`src/rtl/thrb_pkg.sv`:
```
package thrb_pkg;
  localparam int CTRL_W    = 16;
  localparam int EN_BIT    = 12;
  localparam int LIST_BIT  = 7;
  localparam int HISEL_BIT = 4;
  localparam int CTRL_ADDR = 0;
  localparam int DATA_ADDR = 1;
  localparam int NUM_BANKS = 3;

  typedef enum logic [1:0] {
    BANK_LOW  = 2'd0,
    BANK_HIGH = 2'd1,
    BANK_LIST = 2'd2
  } bank_e;

  function automatic bank_e pick_bank(input logic list_sel, input logic hi_sel);
    if (list_sel)    return BANK_LIST;
    else if (hi_sel) return BANK_HIGH;
    else             return BANK_LOW;
  endfunction
endpackage

```
`src/rtl/thrb_ctrl_reg.sv`:
```
module thrb_ctrl_reg #(
  parameter int IDX_W = 4
) (
  input  logic             clk,
  input  logic             rst_n,
  input  logic             ctrl_we,
  input  logic             en_in,
  input  logic             list_in,
  input  logic             hi_in,
  input  logic [IDX_W-1:0] idx_in,
  input  logic             idx_step,
  output logic             en_q,
  output logic             list_q,
  output logic             hi_q,
  output logic [IDX_W-1:0] idx_q,
  output logic             en_rise,
  output logic             en_fall
);
  always_ff @(posedge clk) begin
    if (!rst_n) begin
      en_q   <= 1'b0;
      list_q <= 1'b0;
      hi_q   <= 1'b0;
      idx_q  <= '0;
    end else if (ctrl_we) begin
      en_q   <= en_in;
      list_q <= list_in;
      hi_q   <= hi_in;
      idx_q  <= idx_in;
    end else if (idx_step) begin
      idx_q  <= idx_q + 1'b1;
    end
  end

  assign en_rise = ctrl_we &&  en_in && !en_q;
  assign en_fall = ctrl_we && !en_in &&  en_q;
endmodule

```
`src/rtl/thrb_wake_timer.sv`:
```
module thrb_wake_timer #(
  parameter int WAKE_CYC = 120
) (
  input  logic clk,
  input  logic rst_n,
  input  logic start,
  input  logic stop,
  input  logic en,
  output logic ready
);
  localparam int CNT_W = $clog2(WAKE_CYC + 1);
  localparam logic [CNT_W-1:0] LAST = CNT_W'(WAKE_CYC - 1);

  logic [CNT_W-1:0] cnt_q;

  always_ff @(posedge clk) begin
    if (!rst_n) begin
      cnt_q <= '0;
      ready <= 1'b0;
    end else if (start) begin
      cnt_q <= '0;
      ready <= 1'b0;
    end else if (stop || !en) begin
      cnt_q <= '0;
      ready <= 1'b0;
    end else if (!ready) begin
      if (cnt_q == LAST) ready <= 1'b1;
      else               cnt_q <= cnt_q + 1'b1;
    end
  end
endmodule

```
`src/rtl/thrb_entry_bank.sv`:
```
module thrb_entry_bank #(
  parameter int DEPTH  = 16,
  parameter int DATA_W = 16,
  localparam int IDX_W = $clog2(DEPTH)
) (
  input  logic              clk,
  input  logic              rst_n,
  input  logic              we,
  input  logic [IDX_W-1:0]  idx,
  input  logic [DATA_W-1:0] wdata,
  output logic [DATA_W-1:0] rdata
);
  logic [DATA_W-1:0] mem_q [DEPTH];

  always_ff @(posedge clk) begin
    if (!rst_n) begin
      for (int i = 0; i < DEPTH; i++) mem_q[i] <= '0;
    end else if (we) begin
      mem_q[idx] <= wdata;
    end
  end

  assign rdata = mem_q[idx];
endmodule

```
`src/rtl/thrbank_ctrl.sv`:
```
module thrbank_ctrl
  import thrb_pkg::*;
#(
  parameter int ADDR_W   = 2,
  parameter int DATA_W   = 16,
  parameter int DEPTH    = 16,
  parameter int WAKE_CYC = 120
) (
  input  logic              clk,
  input  logic              rst_n,
  input  logic [ADDR_W-1:0] bus_addr,
  input  logic              bus_wr,
  input  logic              bus_rd,
  input  logic [DATA_W-1:0] bus_wdata,
  output logic [DATA_W-1:0] bus_rdata,
  output logic              unit_awake
);
  localparam int IDX_W = $clog2(DEPTH);

  logic             ctrl_hit, data_hit, ctrl_we, data_we, data_acc;
  logic             en_q, list_q, hi_q, en_rise, en_fall;
  logic [IDX_W-1:0] idx_q;
  bank_e            sel;
  logic [DATA_W-1:0] bank_rd [NUM_BANKS];
  logic [DATA_W-1:0] ctrl_word;

  assign ctrl_hit = (bus_addr == ADDR_W'(CTRL_ADDR));
  assign data_hit = (bus_addr == ADDR_W'(DATA_ADDR));
  assign ctrl_we  = bus_wr && ctrl_hit;
  assign data_we  = bus_wr && data_hit;
  assign data_acc = (bus_wr || bus_rd) && data_hit;

  thrb_ctrl_reg #(.IDX_W(IDX_W)) ctrl_i (
    .clk      (clk),
    .rst_n    (rst_n),
    .ctrl_we  (ctrl_we),
    .en_in    (bus_wdata[EN_BIT]),
    .list_in  (bus_wdata[LIST_BIT]),
    .hi_in    (bus_wdata[HISEL_BIT]),
    .idx_in   (bus_wdata[IDX_W-1:0]),
    .idx_step (data_acc),
    .en_q     (en_q),
    .list_q   (list_q),
    .hi_q     (hi_q),
    .idx_q    (idx_q),
    .en_rise  (en_rise),
    .en_fall  (en_fall)
  );

  thrb_wake_timer #(.WAKE_CYC(WAKE_CYC)) wake_i (
    .clk   (clk),
    .rst_n (rst_n),
    .start (en_rise),
    .stop  (en_fall),
    .en    (en_q),
    .ready (unit_awake)
  );

  assign sel = pick_bank(list_q, hi_q);

  for (genvar b = 0; b < NUM_BANKS; b++) begin : g_bank
    logic bank_we;
    assign bank_we = data_we && (sel == bank_e'(b));
    thrb_entry_bank #(.DEPTH(DEPTH), .DATA_W(DATA_W)) bank_i (
      .clk   (clk),
      .rst_n (rst_n),
      .we    (bank_we),
      .idx   (idx_q),
      .wdata (bus_wdata),
      .rdata (bank_rd[b])
    );
  end

  always_comb begin
    ctrl_word                 = '0;
    ctrl_word[EN_BIT]         = en_q;
    ctrl_word[LIST_BIT]       = list_q;
    ctrl_word[HISEL_BIT]      = hi_q;
    ctrl_word[IDX_W-1:0]      = idx_q;
  end

  always_ff @(posedge clk) begin
    if (!rst_n) begin
      bus_rdata <= '0;
    end else if (bus_rd) begin
      if (ctrl_hit)      bus_rdata <= ctrl_word;
      else if (data_hit) bus_rdata <= bank_rd[int'(sel)];
      else               bus_rdata <= '0;
    end
  end
endmodule

```
`config.mk`:
```
export PLATFORM = sky130hd
export DESIGN_NAME = thrbank_ctrl
export DESIGN_NICKNAME = d
export VERILOG_FILES = /design/src/rtl/thrb_pkg.sv /design/src/rtl/thrb_ctrl_reg.sv /design/src/rtl/thrb_wake_timer.sv /design/src/rtl/thrb_entry_bank.sv /design/src/rtl/thrbank_ctrl.sv
export SDC_FILE = /design/constraint.sdc
export NUM_CORES = 1
export LEC_CHECK = 0
export BUFFER_PORTS_ARGS = -buffer_cell sky130_fd_sc_hd__buf_2
export CAP_MARGIN = 20
export CELL_PAD_IN_SITES_DETAIL_PLACEMENT = 0
export CELL_PAD_IN_SITES_GLOBAL_PLACEMENT = 1
export CORE_MARGIN = 2
export CORE_UTILIZATION = 55
export DETAILED_ROUTE_END_ITERATION = 10
export GPL_TIMING_DRIVEN = 0
export PLACE_DENSITY = 0.87
export REMOVE_ABC_BUFFERS = 1
export SLEW_MARGIN = 20
export SYNTH_ARGS = -nofsm -noshare
export SYNTH_HDL_FRONTEND = slang
export SYNTH_SLANG_ARGS = --single-unit
```
`constraint.sdc`:
```
create_clock -name clk -period 6.9 [get_ports clk]
set_input_delay 0.345 -clock clk [delete_from_list [all_inputs] [get_ports clk]]
set_output_delay 0.345 -clock clk [all_outputs]
set_load 0.02 [all_outputs]
```
Word level (Yosys, flattened, before mapping)
Memories as Yosys holds them, arrays and structs flattened. A register that Yosys moved wholly into a read port is not among the register bits.
Index checks and enable logic that the tools add are counted.
{"block": "totals", "ramBits": 768, "ff_bits": 31, "wordCells": 79, "memories": 3, "in_bits": 22}
{"block": "classes", "muxes": 36, "magnitude_cmp": 1, "eq_ne": 4, "bitwise": 4, "n_addsub": 2, "reduce_logical": 22}
{"memory": "g_bank[0].bank_i.mem_q", "words": 16, "word_bits": 16, "read_ports": 1, "rd_ports_with_merged_regs": 1, "wr": 16, "line_no": "thrb_entry_bank.sv:13", "source": "logic [DATA_W-1:0] mem_q [DEPTH];"}
{"memory": "g_bank[1].bank_i.mem_q", "words": 16, "word_bits": 16, "read_ports": 1, "rd_ports_with_merged_regs": 1, "wr": 16, "line_no": "thrb_entry_bank.sv:13"}
{"memory": "g_bank[2].bank_i.mem_q", "words": 16, "word_bits": 16, "read_ports": 1, "rd_ports_with_merged_regs": 1, "wr": 16, "line_no": "thrb_entry_bank.sv:13"}
{"cell": "$mux 16", "n": 7}
{"cell": "$reduce_or 16->1", "n": 3}
{"cell": "$mux 4", "n": 11}
{"cell": "$bmux 16 s2", "n": 1}
{"cell": "$ge 32x3->1 const B", "n": 1}
{"cell": "$not 2->32", "n": 1}
{"cell": "$mux 1", "n": 16}
{"cell": "$logic_and 1x1->1", "n": 10}
{"cell": "$add 7x1->7 const B", "n": 1}
{"cell": "$eq 7x7->1 const B", "n": 1}
{"cell": "$add 4x1->4 const B", "n": 1}
{"cell": "$eq 2x1->1 const B", "n": 2}
{"cell": "$logic_not 2->1", "n": 2}
{"cell": "$not 1->1", "n": 3}
{"cell": "$reduce_or 3->1", "n": 1}
{"cell": "$eq 2x2->1 const B", "n": 1}
{"cell": "$logic_not 1->1", "n": 2}
{"cell": "$logic_or 1x1->1", "n": 2}
{"cell": "$mux 2", "n": 1}
{"cell": "$reduce_and 2->1", "n": 1}
{"cell": "$reduce_bool 2->1", "n": 1}

Logic depth before layout (Yosys ltp)
{"block": "logic_depth", "ltp_word": 9, "depth_mapped": 10, "depth_no_buf": 6}

By module
A second synthesis with hierarchy kept.
{"block": "unflattened", "hier_cells": 2368, "area_unflattened_um2": 36870.4}
{"module": "thrb_entry_bank (g_bank[1].bank_i ...)", "cells_per_inst": 724, "area_each_um2": 11697.5, "n_inst": 2}
{"module": "thrb_entry_bank (g_bank[0].bank_i)", "cells_per_inst": 724, "area_each_um2": 11692.5, "n_inst": 1}
{"module": "thrbank_ctrl", "cells_per_inst": 120, "area_each_um2": 1057.3, "n_inst": 1}
{"module": "thrb_wake_timer", "cells_per_inst": 41, "area_each_um2": 401.6, "n_inst": 1}
{"module": "thrb_ctrl_reg", "cells_per_inst": 35, "area_each_um2": 324.1, "n_inst": 1}

Worst setup path after synthesis
OpenSTA, ideal clock, no wires.
{"block": "synth_path", "path_kind": "input-to-reg", "start": "input bus_addr[1]", "end": "memory g_bank[2].bank_i.mem_q[12][0] (enable)", "required_ns": 6.489, "path_slack_ns": 4.055, "setup_time_ns": 0.411, "stages": 6, "arrival_ns": 2.434, "cell_sequence": "and3b_1 > and2_1 > nand2_1 > clkbuf_1 > clkbuf_1 > o21ai_0"}
{"item": "from (decl)", "line_no": "thrbank_ctrl.sv:11", "source": "input logic [ADDR_W-1:0] bus_addr,"}
{"item": "to (decl)", "line_no": "thrb_entry_bank.sv:13"}

==> impl_metrics.csv <==
group,metric,value,unit
synthesis,netlist.area_leader.share,62.90,%
clock_tree,cts_tree,"built",
routing,drt.antenna.violating_nets,0,
timing,rsz0062_at_grt,"false",
timing,timing.final.crit_share,49.42,%
floorplanning,start_util,55.67,%
timing,worst_slack,3.490,ns
min_path,hold_start,"bus_wr",
worst_setup_path,path_max_fanout,31,
finish,nFillCells,4745,
finish,post-route-cell-area,40750,sq um
clock_tree,clk_pin_slew,0.06,ns
floorplanning,pin_count,39,
worst_setup_path,critPathKind,"flop to flop",
place,post-place-ws,2.938,ns
routing,avgRoutedWirePerCell,27.28,um
clock_tree,clk_latency,0.65,ns
place,hpwl,58.51,mm
synthesis,yosysTopAreaCell,"edfxtp_1",
place,portBuffers,38,
clock_tree,cts.sinks,803,
timing,slew_headroom,22.56,%
finish,layout-drive-gt1-share,20.30,%
routing,wirelength,91.08,mm
floorplanning,core,65860,sq um
timing,drv_slew,0,
worst_setup_path,cp.required,7.41,ns
clock_tree,htreeDepth,3,
synthesis,ys.flop_type,"edfxtp_1",
worst_setup_path,worstPathArrival,3.92,ns
timing,worst_pin_slew,1.157,ns
finish,stdcell_count,3338,
global_route,antenna_found_initial,3,
global_route,grt_pass1_vias,20880,
clock_tree,ctsHoldBuffers,0,
clock_tree,numCtsBuffers,83,
timing,fmax,293.3,MHz
finish,nNetsFinal,2433,
clock_tree,cts.path.max_buffers,3,
routing,detail_route.iter0.violations,2421,
synthesis,seq_area_frac_synth,64.81,%
routing,first_pass_iters,7,
place,place.gp.congestion,0.9324,
synthesis,synth-seq-cells,803,
global_route,grt_max_degree,66,
floorplanning,die_height,262.2,um
synthesis,syn-cell-area,36670,sq um
global_route,grt_pass1_wl,135.7,mm
worst_setup_path,critPathCaptureType,"flop",
place,dpl_cell_area,38170,sq um
timing,setup_viol,0,
floorplanning,num_rows,94,
flow_run,maxCapViolations,0,
synthesis,synth_edf_count,768,
clock_tree,clock-root-buffer,"clkbuf_16",
power_and_ir_drop,ir_drop,0.2422,mV
clock_tree,cts_resized,0,
synthesis,yosysWarnings,0,
power_and_ir_drop,powerDensity,257.6,nW/um^2
place,dpl.cell_count,3183,
synthesis,synth.avg_cell_area,15.04,sq um
min_path,hold_path.class,"input pin to flop",
floorplanning,dieWidth,262.2,um
routing,viasPerCell,6.203,
timing,finalCriticalPeriod,3.410,ns
timing,timing.hold.ws,0.1528,ns
synthesis,synth_cell_types,57,
synthesis,async_flop_share,0,%
routing,drc,0,
synthesis,synthTopCellsByArea,"edfxtp_1 (63%), and2_1 (13%), mux4_2 (11%)",
finish,syn2layout_area_growth,11.12,%
timing,final-hold-violation-count,0,
floorplanning,dieArea,68750,sq um
timing,fin_skew,0.03451,ns
status,run_status,"finished, final reports clean",
routing,vias,20710,
synthesis,synth_cells,2438,
power_and_ir_drop,power.leakage,14.54,nW
worst_setup_path,critPathLaunchType,"flop",
global_route,grt_usage,26.73,%
global_route,overflow,0,
clock_tree,cts.repair_timing.setup_buffer_count,0,
-- logic make-up (layout without fill, tap and decap cells) --
kind of cell	Yosys count	in the layout	synth area share, %
xor+xnor	6	6	0.1433
buf+inv	223	258	2.648
fa+ha+maj	5	5	0.1706
simple gates	963	963	15.54
mux	281	281	14.04
flops	803	803	64.81
compound gates	157	157	2.655
other cells	0	1	0
-- per-layer routing --
| metal | vias up | global-route usage [%] | wire length (um) |
|---|---|---|---|
| met3 | 189 | 5.782 | 8064 |
| met4 | 2 | 9.859 | 3384 |
| met5 | - | 0 | 10 |
| met2 | 942 | 42.18 | 43730 |
| li1 | 8898 | - | - |
| met1 | 10670 | 36.89 | 35880 |
-- sequential cells by signal (all words and copies together), names as in the netlist, named ones only --
| register | count |
|---|---|
| bus_rdata | 16 |
| ctrl_i.en_q | 1 |
| ctrl_i.hi_q | 1 |
| ctrl_i.idx_q | 4 |
| ctrl_i.list_q | 1 |
| g_bank.bank_i.mem_q | 768 |
| wake_i.cnt_q | 7 |
| wake_i.ready | 1 |
-- area by class of cell --
class	count	area (sq um)	share of cell area, %
Timing Repair Buffer	99	1100	2.699
Inverter	7	28.78	0.07063
Clock inverter	49	305.3	0.7493
Clock buffer	103	2225	5.460
Antenna cell	1	2.502	0.006142
Sequential cell	803	23780	58.35
Tap cell	864	1081	2.653
Multi-Input combinational cell	1412	12230	30.01
-- worst paths after layout --
path                  endpoint  slack, ns  depth (start not counted)
setup / recovery  bus_rdata[2]       3.49                          9
hold / removal     ctrl_i.en_q       0.15                          4
setup reg to reg  bus_rdata[2]       3.49                          9
hold reg to reg    ctrl_i.en_q       0.50                          2
-- synthesized netlist by cell type, drive strengths merged (3+ instances only) --
library cell,number
buf,55
clkbuf,161
a22oi,8
nand4,4
nor3b,4
inv,7
o2111ai,5
o21ai,72
and2,775
edfxtp,768
o22ai,24
o31ai,5
nor2b,16
a211oi,5
a21oi,12
o211ai,4
dfxtp,35
xor2,4
a32oi,3
nor2,71
mux2,30
nand2b,3
and3,4
mux2i,69
nand2,53
a21boi,4
nand3,18
ha,5
nor3,7
mux4,182
-- worst max-delay path: stages (launching register included) --
cell and delay, ns:
dfxtp_4 0.51, buf_16 0.28, buf_12 0.27, buf_16 0.28
buf_12 0.27, mux4_2 0.53, mux4_2 0.54, nor2b_1 0.18
a211oi_1 0.28, o31ai_1 0.09
-- through the flow --
stage | utilization [%] | power (W) | TNS, ns
after CTS | 61.80 | 0.01054 | 0
after floorplan | - | 0.006085 | -31.30
after detailed placement | 57.95 | 0.006376 | 0
after global routing | 61.86 | 0.01076 | 0
after global placement | 56.17 | 0.006401 | -98.56
final | 61.86 | 0.01050 | 0
-- placed cells by master, fill, tap and decap left out, types with 5 or more instances in the layout --
master and n:
buf_8 16, o31ai_1 5, o21ai_1 11, nand2_1 50, and2_1 774, inv_6 5, clkinv_1 23, buf_12 8
a211oi_1 5, nor2_2 29, mux4_2 177, o21ai_2 44, buf_16 6, a21oi_1 12, nand3_1 18, mux2_1 10
ha_1 5, mux4_1 5, mux2i_1 69, nor3_1 7, inv_1 6, o2111ai_1 5, clkbuf_1 15, o22ai_1 24
buf_6 29, nor2b_1 16, dfxtp_1 31, edfxtp_1 768, nor2_1 42, a22oi_1 8, buf_2 37, clkbuf_16 85
mux2_2 20, o21ai_0 13, clkinv_2 15
-- power by group --
part	internal, W	switching [W]	leakage (nW)
Combinational	0.000285	0.000452	5.07
Clock	0.00236	0.00186	1.24
Sequential	0.00548	0.0000584	8.22
Total	0.00813	0.00237	14.5
Note: power is estimated with default switching activity, not from simulation.
